File: src/rtl/tod_pkg.sv
package tod_pkg;
  localparam int REG_W = 8;

  typedef enum logic [1:0] {
    ADDR_HUND = 2'd0,
    ADDR_SEC  = 2'd1,
    ADDR_MIN  = 2'd2,
    ADDR_HOUR = 2'd3
  } tod_addr_e;

  localparam logic [REG_W-1:0] HUND_MASK = 8'hFF;
  localparam logic [REG_W-1:0] SEC_MASK  = 8'h7F;
  localparam logic [REG_W-1:0] MIN_MASK  = 8'h7F;
  localparam logic [REG_W-1:0] HOUR_MASK = 8'h7F;

  localparam logic [REG_W-1:0] HUND_MAX  = 8'h99;
  localparam logic [REG_W-1:0] SEC_MAX   = 8'h59;
  localparam logic [REG_W-1:0] MIN_MAX   = 8'h59;
  localparam logic [REG_W-1:0] H24_MAX   = 8'h23;
  localparam logic [REG_W-1:0] H12_MAX   = 8'h71;

  // One BCD step: low digit 9 -> 0 with a tens increment; tens wraps in tens_w bits.
  function automatic logic [REG_W-1:0] bcd_step(input logic [REG_W-1:0] v, input int tens_w);
    logic [3:0] tmask;
    logic [3:0] tens;
    tmask = 4'((1 << tens_w) - 1);
    if (v[3:0] == 4'd9) begin
      tens = (v[7:4] + 4'd1) & tmask;
      return {tens, 4'h0};
    end
    tens = v[7:4] & tmask;
    return {tens, v[3:0] + 4'd1};
  endfunction
endpackage

File: src/rtl/tod_tick_div.sv
module tod_tick_div #(
  parameter int TICKS = 41
) (
  input  logic clk,
  input  logic rst_n,
  input  logic tick,
  input  logic clr,
  output logic step
);
  localparam int PW = (TICKS > 2) ? $clog2(TICKS) : 1;
  localparam logic [PW-1:0] LAST = PW'(TICKS - 1);

  logic [PW-1:0] phase;

  assign step = tick && !clr && (phase == LAST);

  always_ff @(posedge clk) begin
    if (!rst_n)     phase <= '0;
    else if (clr)   phase <= '0;
    else if (tick)  phase <= step ? '0 : phase + PW'(1);
  end
endmodule

File: src/rtl/tod_bcd_reg.sv
module tod_bcd_reg
  import tod_pkg::*;
#(
  parameter logic [7:0] MASK   = 8'h7F,
  parameter logic [7:0] MAXV   = 8'h59,
  parameter int         TENS_W = 3
) (
  input  logic       clk,
  input  logic       rst_n,
  input  logic       adv,
  input  logic       wr,
  input  logic [7:0] wdata,
  output logic [7:0] value,
  output logic       carry
);
  logic at_max;

  assign at_max = (value == MAXV);
  assign carry  = adv && !wr && at_max;

  always_ff @(posedge clk) begin
    if (!rst_n)   value <= '0;
    else if (wr)  value <= wdata & MASK;
    else if (adv) value <= at_max ? '0 : bcd_step(value, TENS_W);
  end
endmodule

File: src/rtl/tod_hour_reg.sv
module tod_hour_reg
  import tod_pkg::*;
(
  input  logic       clk,
  input  logic       rst_n,
  input  logic       adv,
  input  logic       wr,
  input  logic [7:0] wdata,
  output logic [7:0] value,
  output logic       wrap
);
  logic       mode12;
  logic       pm;
  logic [7:0] field;
  logic [7:0] fstep;
  logic [7:0] nxt;
  logic       at_max;

  assign mode12 = value[6];
  assign pm     = value[5];
  assign field  = {3'b000, value[4:0]};
  assign fstep  = bcd_step(field, 1);
  assign at_max = mode12 ? (value == H12_MAX) : (value == H24_MAX);
  assign wrap   = adv && !wr && at_max;

  always_comb begin
    if (!mode12) begin
      nxt = at_max ? 8'h00 : bcd_step(value, 2);
    end else if (field == 8'h12) begin
      nxt = {2'b01, pm, 5'h01};
    end else if (field == 8'h11) begin
      nxt = {2'b01, ~pm, 5'h12};
    end else begin
      nxt = {2'b01, pm, fstep[4:0]};
    end
  end

  always_ff @(posedge clk) begin
    if (!rst_n)   value <= '0;
    else if (wr)  value <= wdata & HOUR_MASK;
    else if (adv) value <= nxt;
  end
endmodule

File: src/rtl/tod_bcd_chain.sv
module tod_bcd_chain
  import tod_pkg::*;
#(
  parameter int TICKS_PER_CS = 41
) (
  input  logic       clk,
  input  logic       rst_n,
  input  logic       tick,
  input  logic       wr_en,
  input  logic [1:0] wr_addr,
  input  logic [7:0] wr_data,
  input  logic [1:0] rd_addr,
  output logic [7:0] rd_data,
  output logic       day_carry
);
  logic       halt_q;
  logic       run_tick;
  logic       cs_step;
  logic [3:0] wsel;
  logic [7:0] hund_val, sec_val, min_val, hour_val;
  logic       hund_c, sec_c, min_c, hour_wrap;

  genvar gi;
  for (gi = 0; gi < 4; gi++) begin : g_wsel
    assign wsel[gi] = wr_en && (wr_addr == 2'(gi));
  end

  assign run_tick = tick && !halt_q;

  tod_tick_div #(.TICKS(TICKS_PER_CS)) u_div (
    .clk(clk), .rst_n(rst_n), .tick(run_tick),
    .clr(wsel[ADDR_HUND] | wsel[ADDR_SEC]), .step(cs_step)
  );

  tod_bcd_reg #(.MASK(HUND_MASK), .MAXV(HUND_MAX), .TENS_W(4)) u_hund (
    .clk(clk), .rst_n(rst_n), .adv(cs_step), .wr(wsel[ADDR_HUND]),
    .wdata(wr_data), .value(hund_val), .carry(hund_c)
  );

  tod_bcd_reg #(.MASK(SEC_MASK), .MAXV(SEC_MAX), .TENS_W(3)) u_sec (
    .clk(clk), .rst_n(rst_n), .adv(hund_c), .wr(wsel[ADDR_SEC]),
    .wdata(wr_data), .value(sec_val), .carry(sec_c)
  );

  tod_bcd_reg #(.MASK(MIN_MASK), .MAXV(MIN_MAX), .TENS_W(3)) u_min (
    .clk(clk), .rst_n(rst_n), .adv(sec_c), .wr(wsel[ADDR_MIN]),
    .wdata(wr_data), .value(min_val), .carry(min_c)
  );

  tod_hour_reg u_hour (
    .clk(clk), .rst_n(rst_n), .adv(min_c), .wr(wsel[ADDR_HOUR]),
    .wdata(wr_data), .value(hour_val), .wrap(hour_wrap)
  );

  always_ff @(posedge clk) begin
    if (!rst_n) begin
      halt_q    <= 1'b0;
      day_carry <= 1'b0;
    end else begin
      if (wsel[ADDR_SEC]) halt_q <= wr_data[7];
      day_carry <= hour_wrap;
    end
  end

  always_comb begin
    unique case (rd_addr)
      ADDR_HUND: rd_data = hund_val;
      ADDR_SEC:  rd_data = {halt_q, sec_val[6:0]};
      ADDR_MIN:  rd_data = min_val;
      default:   rd_data = hour_val;
    endcase
  end
endmodule

File: config.mk
export PLATFORM = sky130hd
export DESIGN_NAME = tod_bcd_chain
export DESIGN_NICKNAME = d
export VERILOG_FILES = /design/src/rtl/tod_pkg.sv /design/src/rtl/tod_tick_div.sv /design/src/rtl/tod_bcd_reg.sv /design/src/rtl/tod_hour_reg.sv /design/src/rtl/tod_bcd_chain.sv
export SDC_FILE = /design/constraint.sdc
export NUM_CORES = 1
export LEC_CHECK = 0
export BUFFER_PORTS_ARGS = -buffer_cell sky130_fd_sc_hd__buf_2
export CAP_MARGIN = 20
export CORE_MARGIN = 2
export CORE_UTILIZATION = 30
export DETAILED_ROUTE_END_ITERATION = 7
export PLACE_DENSITY = 0.51
export SYNTH_ARGS = -nofsm -noshare
export SYNTH_HDL_FRONTEND = slang
export SYNTH_SLANG_ARGS = --single-unit
File: constraint.sdc
create_clock -name clk -period 4.1 [get_ports clk]
set_input_delay 0.205 -clock clk [delete_from_list [all_inputs] [get_ports clk]]
set_output_delay 0.205 -clock clk [all_outputs]
set_load 0.01 [all_outputs]
==> results of run 1 <==
flip-flops by register name (all words and copies together), names as in the netlist:
name,flops
halt_q,1
u_min.value,7
day_carry,1
u_hour.value,7
u_div.phase,6
u_sec.value,7
u_hund.value,8
final cells by class:
class,instances,share of cell area
Sequential cell,37,0.261
Multi-Input combinational cell,245,0.585
Clock buffer,7,0.0305
Inverter,14,0.0185
Clock inverter,1,0.0106
Tap cell,105,0.0464
Timing Repair Buffer,26,0.0477
worst max-delay path: stages (launching register included):
cell and delay, ns:
dfxtp_1 0.42, ha_1 0.21, nand3b_1 0.19, nor4_1 0.69, nand4_1 0.54, or3b_1 0.51, a31oi_1 0.15
report_power, final:
group          internal, mW  switching (mW)  leakage [nW]
Sequential            0.374          0.0237         0.302
Clock                 0.199           0.138        0.0585
Combinational        0.0425          0.0581         0.663
cells in the final DEF, fill, tap and decap left out, drive strengths merged, types with 5 or more instances in the layout:
master  count
a21oi      13
a31oi      13
buf        26
clkbuf      7
dfxtp      37
ha         14
inv        14
mux2i       5
mux4        7
nand2      34
nand2b      8
nand3      15
nand3b      6
nor2       19
nor2b       6
nor3       11
o21ai      28
or3         9
xor2        5
per-layer routing:
layer,GRT usage,vias to the layer above
li1,-,1199
met1,0.228,1148
met2,0.263,54
met3,0.0285,9
met4,0.0548,0
met5,0,-
kinds of logic (layout without fill, tap and decap cells):
kind of cell,Yosys count,in the layout
mux,12,12
buf+inv,31,48
fa+ha+maj,14,14
xor+xnor,6,6
simple gates,132,132
compound gates,81,81
flops,37,37
path summary, 6_finish.rpt:
| path | cells after the start | slack [ns] | startpoint | to |
|---|---|---|---|---|
| setup / recovery | 6 | 1.32 | u_hund.value[0]$_SDFFE_PN0P_ | u_min.value[6]$_SDFFE_PN0P_ |
| hold / removal | 3 | 0.18 | wr_data[7] | halt_q$_SDFFE_PN0P_ |
| setup reg to reg | 6 | 1.32 | u_hund.value[0]$_SDFFE_PN0P_ | u_min.value[6]$_SDFFE_PN0P_ |
| hold reg to reg | 2 | 0.49 | u_div.phase[1]$_SDFFE_PP0P_ | u_div.phase[1]$_SDFFE_PP0P_ |
==> summary.md, run 1 <==
| Metric | Value |
|---|---|
| Status | `complete, no violations` |
| Top sig layer | `met4` |
| Multi-input gate area | `1660 um^2` |
| GRT Util Overall | `0.166` |
| Finished Cell Area | `2830 um^2` |
| RSZ-0062 raised after global routing | `false` |
| DRC viols | `0` |
| Pwr per Cell Area | `294 nW/um^2` |
| Tcrit/Tclk final | `0.678` |
| Most used DFF post-synth | `dfxtp_1` |
| Mapped cell area | `2520 um^2` |
| Count leader, synth | `dfxtp_1` |
| Pleak | `1.02 nW` |
| Dpl hpwl | `5240 um` |
| WL met2 | `3220 um` |
| Initial antenna violation count | `0` |
| Slew margin rel. | `0.520` |
| Placer Congestion | `0.791` |
| Largest family of logic cells by synthesized area | `simple AND/OR/NAND/NOR gates` |
| Post-Synth Adder-Cell Area | `0.0695` |
| Post-route ant nets | `0` |
| Clock sinks | `37` |
| Total power | `0.834 mW` |
| Global-route wire length before repair | `11700 um` |
| Util after Layout | `0.347` |
| Transition time of the tightest slew-check pin | `0.713 ns` |
| Layout area overhead | `12.5%` |
| Worst-Skew Late Latency | `0.29 ns` |
| Drt via density | `5.54` |
| Final Hold Viols | `0` |
| Worst Path Arrival | `3.00 ns` |
| Clk buf depth | `2` |
| Max Cap Violations | `0` |
| Synth area leader | `dfxtp_1` |
| # Post-CTS Setup Buffers | `0` |
| DRT iter0 DRCs | `128` |
| Post-Synth XOR/XNOR Area | `0.0209` |
| Diodes inserted | `0` |
| Netlist cell types | `49` |
| Largest cells by area after synthesis | `dfxtp_1, ha_1, mux4_2` |
| Final min period | `2.78 ns` |
| EDFF count, synth | `0` |
| Cts repair resizes | `0` |
| CTS HTree Levels | `2` |
| WS Path Type | `reg -> reg` |
| VDD IR max | `103 uV` |
| # nets final | `359` |
| Final cell count without fillers | `435` |
| Core Region | `8180 um^2` |
| Skew final | `0.00658 ns` |
| Clock transition at path regs | `0.08 ns` |
| Dpl cell area | `2720 um^2` |
| Pin count of the biggest net entering global routing | `29` |
| Fmax | `360 MHz` |
| Total iterations of the first detailed-routing run | `4` |
| Layout cell share with drive strength beyond 1 | `0.127` |
| Simple-Gate Fraction of Synth Area | `0.282` |
| #FFs+latches synth | `37` |
| Most frequent cells after synthesis | `dfxtp_1, nand2_1, o21ai_0, nor2_1, nand3_1` |
| Drt total wl | `7070 um` |
| Post-synth top area share | `0.294` |
| Vias in the first global route | `2205` |
| Hold crit path type | `in -> reg` |
| Post-synthesis mux area share | `0.0825` |
| Asr flop ratio synth | `0` |
| Setup total negative slack | `0 ns` |
| Worst Path Required | `4.32 ns` |
| Worst Setup End Kind | `register` |
| Syn Inst Count | `313` |
| WL met1 | `3390 um` |
| DR WL met3 | `331 um` |
| FP Rows | `33` |
| I/O pin count | `25` |
| DR vias | `2410` |
| Reg area | `741 um^2` |
| # placed instances | `427` |
| Crit-path max FO | `12` |
| Seq/Total Area, Yosys | `0.294` |
| Die height | `95.6 um` |
| Final setup viols | `0` |
| Die area | `9140 um^2` |
| Gr ovfl total | `0` |
| Worst setup margin | `1.32 ns` |
| Initial Util | `0.308` |
| Die outline width | `95.6 um` |
| Hold-fix buffers, CTS | `0` |
| Fill count | `869` |
| Synth Warn # | `0` |
| Syn_nets | `343` |
| Inserted Clock Buffers | `5` |
| Startpoint types | `register` |
| Max Slew Vio Count | `0` |
| PortBufs | `24` |
| Clock root buffer | `clkbuf_8` |
| Post-synthesis compound-gate area fraction | `0.203` |
| Hold slack | `0.185 ns` |
| Wire per inst | `16.2 um` |
| Post-Place Setup Slack | `1.37 ns` |
| CTS tree | `done` |
| Syn avg cell area | `8.05 um^2` |
Power figures use the tool's default switching activity.
==> run 2, diff against run 1 <==
PLACE_DENSITY = 0.53   (was 0.51)
clock period = 2.5 ns   (was 4.1 ns; I/O delays follow)
==> run 2 against run 1 <==
  * Maximum frequency is 21% higher
  * Critical endpoint is now u_sec.value[2]$_SDFFE_PN0P_
  * Critical path depth rose by 1
  * Final area is 3.0% higher
  * Largest cell class unchanged
  * Cell count increased by 2.3%
  * Via count about the same
  * Die area stayed put
==> summary.md, run 2 (synthesis results as in run 1) <==
| Metric | Value |
|---|---|
| Transition time of the tightest slew-check pin | `0.532 ns` |
| Global-route wire length before repair | `11400 um` |
| FP Rows | `33` |
| Placer Congestion | `0.869` |
| Layout area overhead | `15.9%` |
| Post-route ant nets | `0` |
| Pleak | `1.07 nW` |
| Initial antenna violation count | `0` |
| Final Hold Viols | `0` |
| Crit-path max FO | `8` |
| RSZ-0062 raised after global routing | `false` |
| Max reg flops | `8` |
| Core Region | `8180 um^2` |
| # Post-CTS Setup Buffers | `0` |
| VDD IR max | `201 uV` |
| Max Cap Violations | `0` |
| DRC viols | `0` |
| Total iterations of the first detailed-routing run | `4` |
| Inserted Clock Buffers | `5` |
| Clk buf depth | `2` |
| Setup total negative slack | `0 ns` |
| Diodes inserted | `0` |
| Finished Cell Area | `2920 um^2` |
| Hold slack | `0.117 ns` |
| Dpl cell area | `2790 um^2` |
| Status | `complete, no violations` |
| Layout cell share with drive strength beyond 1 | `0.159` |
| DRT iter0 DRCs | `132` |
| # nets final | `369` |
| Drt via density | `5.41` |
| Drt total wl | `7130 um` |
| Clock sinks | `37` |
| Vias in the first global route | `2251` |
| PortBufs | `24` |
| Die outline width | `95.6 um` |
| Hold-fix buffers, CTS | `0` |
| Largest Register | `u_hund.value` |
| Skew final | `0.0108 ns` |
| Critical path's top delay family | `simple AND/OR/NAND/NOR gates` |
| Die area | `9140 um^2` |
| Pin count of the biggest net entering global routing | `28` |
| Critical Path Most Common Cell | `or4_1` |
| Cts repair resizes | `0` |
| DR vias | `2409` |
| Slowest CP cell | `or3_1` |
| Most common cell after layout, fill and taps aside | `dfxtp_1` |
| Startpoint types | `register` |
| WS Path Type | `reg -> reg` |
| Worst Path Required | `2.73 ns` |
| Most frequent cells in the layout | `dfxtp_1, nand2_1, o21ai_0, buf_2, nor2_1` |
| Buffers and inverters on the worst path | `1` |
| CTS tree | `done` |
| Slew margin rel. | `0.645` |
| Worst path cell trace | `inv_1, ha_1, nand4b_1, or4_1, or3_1, or4_1, a31oi_1` |
| Fmax | `436 MHz` |
| Clock transition at path regs | `0.08 ns` |
| GRT Util Overall | `0.164` |
| Initial Util | `0.308` |
| Die height | `95.6 um` |
| Wire per inst | `16.0 um` |
| Worst Path Arrival | `2.52 ns` |
| Max Slew Vio Count | `0` |
| I/O pin count | `25` |
| CTS HTree Levels | `2` |
| Pwr per Cell Area | `474 nW/um^2` |
| Gr ovfl total | `0` |
| Clock root buffer | `clkbuf_8` |
| Final setup viols | `0` |
| Worst-Skew Late Latency | `0.30 ns` |
| Worst Setup End Kind | `register` |
| Final min period | `2.29 ns` |
| Tcrit/Tclk final | `0.917` |
| Crit-path max cell delay | `0.48 ns` |
| Hold crit path type | `in -> reg` |
| Dpl hpwl | `5390 um` |
-- run 2: cell count changes in the layout (fill, tap and decap cells not counted), sizes merged --
cell	before	now
buf	26	36
clkbuf	7	6
clkinvlp	0	1
-- run 2: report_power, final --
part / internal, mW / total [mW] / switching, mW
clock: 0.325 / 0.563 / 0.239
sequential: 0.613 / 0.652 / 0.0387
combinational: 0.0723 / 0.169 / 0.0965
-- run 2: worst register-to-register path, stage by stage, from the launching register on --
cell      delay, ns
dfxtp_1        0.36
inv_1          0.07
ha_1           0.16
nand4b_1       0.14
or4_1          0.44
or3_1          0.48
or4_1          0.42
a31oi_1        0.16
-- run 2: routing by layer --
metal  up-vias  GRT usage  wire length, um
li1       1209          -                -
met2        61      0.267             3360
met1      1125      0.211             3210
met5         -          0                0
met3        14     0.0285              350
met4         0     0.0750              204
-- run 2: cell type report --
| cell class | count | area, um^2 |
|---|---|---|
| fill | 852 | 5260 |
| tap | 105 | 131 |
| inverter | 14 | 52.6 |
| sequential | 37 | 741 |
| timing repair buffer | 36 | 210 |
| clock inverter | 2 | 37.5 |
| clock buffer | 6 | 82.6 |
| multi-input combinational | 245 | 1660 |
-- run 2: worst paths after layout --
kind	startpoint	end	slack, ns	depth (start not counted)
setup / recovery	u_div.phase[0]$_SDFFE_PP0P_	u_sec.value[2]$_SDFFE_PN0P_	0.21	7
hold / removal	wr_data[3]	u_hour.value[3]$_SDFFE_PN0P_	0.12	3
setup reg to reg	u_div.phase[0]$_SDFFE_PP0P_	u_sec.value[2]$_SDFFE_PN0P_	0.21	7
hold reg to reg	halt_q$_SDFFE_PN0P_	halt_q$_SDFFE_PN0P_	0.50	2
-- run 2: through the flow --
step | util | power (mW) | instances | setup slack [ns]
2_1_floorplan | - | 0.765 | 313 | 0.328
3_3_place_gp | 0.342 | 0.834 | 437 | 0.264
6_report | 0.357 | 1.38 | 445 | 0.207
3_5_place_dp | 0.342 | 0.834 | 437 | 0.215
5_1_grt | 0.357 | 1.45 | 445 | 0.0389
4_1_cts | 0.356 | 1.40 | 445 | 0.211
==> run 3, diff against run 2 <==
RECOVER_POWER = 50   (was unset)
==> run 3 against run 2 <==
  * Critical path depth unchanged
  * Register-to-register slack about the same
  * Non-clock buffer count unchanged
  * Die area unchanged
  * Total power down 0.24%
==> summary.md, run 3 (synthesis results as in run 1) <==
| Metric | Value |
|---|---|
| Die area | `9140 um^2` |
| GRT Util Overall | `0.164` |
| Crit-path max FO | `8` |
| Slew margin rel. | `0.654` |
| FP Rows | `33` |
| Initial antenna violation count | `0` |
| Worst R2R Path Depth | `7` |
| Worst path cell trace | `inv_1, ha_1, nand4b_1, or4_1, or3_1, or4_1, a31oi_1` |
| Hold path depth | `3` |
| Worst-Skew Late Latency | `0.30 ns` |
| Final min period | `2.30 ns` |
| VDD IR max | `200 uV` |
| RSZ-0062 raised after global routing | `false` |
| Setup total negative slack | `0 ns` |
| Vias in the first global route | `2251` |
| CTS tree | `done` |
| Most frequent cells in the layout | `dfxtp_1, nand2_1, o21ai_0, nor2_1` |
| Clock sinks | `37` |
| Worst Path Required | `2.73 ns` |
| # Post-CTS Setup Buffers | `0` |
| Inserted Clock Buffers | `5` |
| I/O pin count | `25` |
| Placer Congestion | `0.869` |
| CTS HTree Levels | `2` |
| Post-Place Setup Slack | `0.215 ns` |
| Fill count | `857` |
| Initial Util | `0.308` |
| Reg-to-reg slack, setup | `0.20 ns` |
| Final setup viols | `0` |
| Post-route ant nets | `0` |
| Worst Setup End Kind | `register` |
| Wire per inst | `16.0 um` |
| Max Cap Violations | `0` |
| Critical Path Most Common Cell | `or4_1` |
| Fmax | `435 MHz` |
| Status | `complete, no violations` |
| Pin count of the biggest net entering global routing | `28` |
| Drt via density | `5.45` |
| Min-delay src | `wr_data[3]` |
| Clk buf depth | `2` |
| Die height | `95.6 um` |
| Die outline width | `95.6 um` |
| Pwr per Cell Area | `477 nW/um^2` |
| Hold endpoint | `u_hour.value[3]$_SDFFE_PN0P_` |
| Dpl hpwl | `5390 um` |
| Final Hold Viols | `0` |
| Total iterations of the first detailed-routing run | `4` |
| Global-route wire length before repair | `11400 um` |
| Reg-to-reg endpoint | `u_sec.value[2]$_SDFFE_PN0P_` |
| Largest Register | `u_hund.value` |
| Clock root buffer | `clkbuf_8` |
| DR vias | `2424` |
| Startpoint types | `register` |
| # nets final | `369` |
| Worst reg2reg startpoint | `u_div.phase[0]$_SDFFE_PP0P_` |
| Transition time of the tightest slew-check pin | `0.518 ns` |
| Clock transition at path regs | `0.09 ns` |
| Pleak | `1.02 nW` |
| Core Region | `8180 um^2` |
| Hold crit path type | `in -> reg` |
| Max reg flops | `8` |
| Worst setup margin | `0.201 ns` |
| Max Slew Vio Count | `0` |
| PortBufs | `24` |
| Skew final | `0.0108 ns` |
| DRT iter0 DRCs | `140` |
| WS Path Type | `reg -> reg` |
| Most common cell after layout, fill and taps aside | `dfxtp_1` |
| Hold slack | `0.119 ns` |
| Crit-path max cell delay | `0.48 ns` |
| Drt total wl | `7100 um` |
| Tcrit/Tclk final | `0.919` |
| Diodes inserted | `0` |
| Gr ovfl total | `0` |
| Total power | `1.38 mW` |
| DRC viols | `0` |
| Slowest CP cell | `or3_1` |
| Layout area overhead | `14.9%` |
| Worst Path Arrival | `2.53 ns` |
| Layout cell share with drive strength beyond 1 | `0.124` |
==> run 3: area by class of cell <==
type / instances / area (um^2) / share of cell area
clock buffer: 6 / 82.6 / 0.0285
clock inverter: 2 / 37.5 / 0.0130
inverter: 14 / 52.6 / 0.0182
multi-input combinational: 245 / 1660 / 0.573
sequential: 37 / 741 / 0.256
tap: 105 / 131 / 0.0454
timing repair buffer: 36 / 191 / 0.0662
==> run 3: how the worst max path moves through the flow <==
| stage | startpoint | endpoint | slack (ns) | cells after the start |
|---|---|---|---|---|
| CTS | u_div.phase[0]$_SDFFE_PP0P_ | u_sec.value[2]$_SDFFE_PN0P_ | 0.21 | 7 |
| floorplan | u_div.phase[0]$_SDFFE_PP0P_ | u_sec.value[2]$_SDFFE_PN0P_ | 0.33 | 8 |
| global route | u_div.phase[0]$_SDFFE_PP0P_ | u_sec.value[5]$_SDFFE_PN0P_ | 0.04 | 8 |
| global placement | u_hund.value[4]$_SDFFE_PN0P_ | u_hour.value[5]$_SDFFE_PN0P_ | 0.26 | 8 |
| finish | u_div.phase[0]$_SDFFE_PP0P_ | u_sec.value[2]$_SDFFE_PN0P_ | 0.20 | 7 |
| detailed placement | u_div.phase[0]$_SDFFE_PP0P_ | u_sec.value[2]$_SDFFE_PN0P_ | 0.22 | 7 |
==> run 3: repair_timing <==
action,4_1_cts,5_1_grt
setup endpoints to repair,0,4
resized for setup,0,1
hold buffers,0,0
==> run 3: power by group <==
group	internal, mW	switching, mW	leakage, nW	total, mW
sequential	0.613	0.0386	0.302	0.651
clock	0.325	0.238	0.0574	0.563
combinational	0.0693	0.0963	0.659	0.166
total	1.01	0.373	1.02	1.38
==> run 3: metrics by stage <==
stage	cell area [um^2]	utilization	cells
after floorplan	2520	-	313
after global placement	2790	0.342	437
after detailed placement	2790	0.342	437
after CTS	2910	0.356	445
after global routing	2890	0.354	445
final	2890	0.354	445
==> run 3: metal layers <==
layer  part of all wire  vias to the layer above  global-route usage
li1                   -                     1208                   -
met1               0.46                     1138               0.211
met4              0.029                        0              0.0750
met3              0.042                       14              0.0285
met5                  0                        -                   0
met2               0.47                       64               0.267
==> run 3: critical path, delay by kind of cell (launching register included) <==
family / cells / cell delay (ns)
AO/OA/AOI/OAI: 1 / 0.16
buffers and inverters: 1 / 0.07
AND/OR/NAND/NOR: 4 / 1.50
flip-flops: 1 / 0.35
adder cells (fa/ha/maj): 1 / 0.16
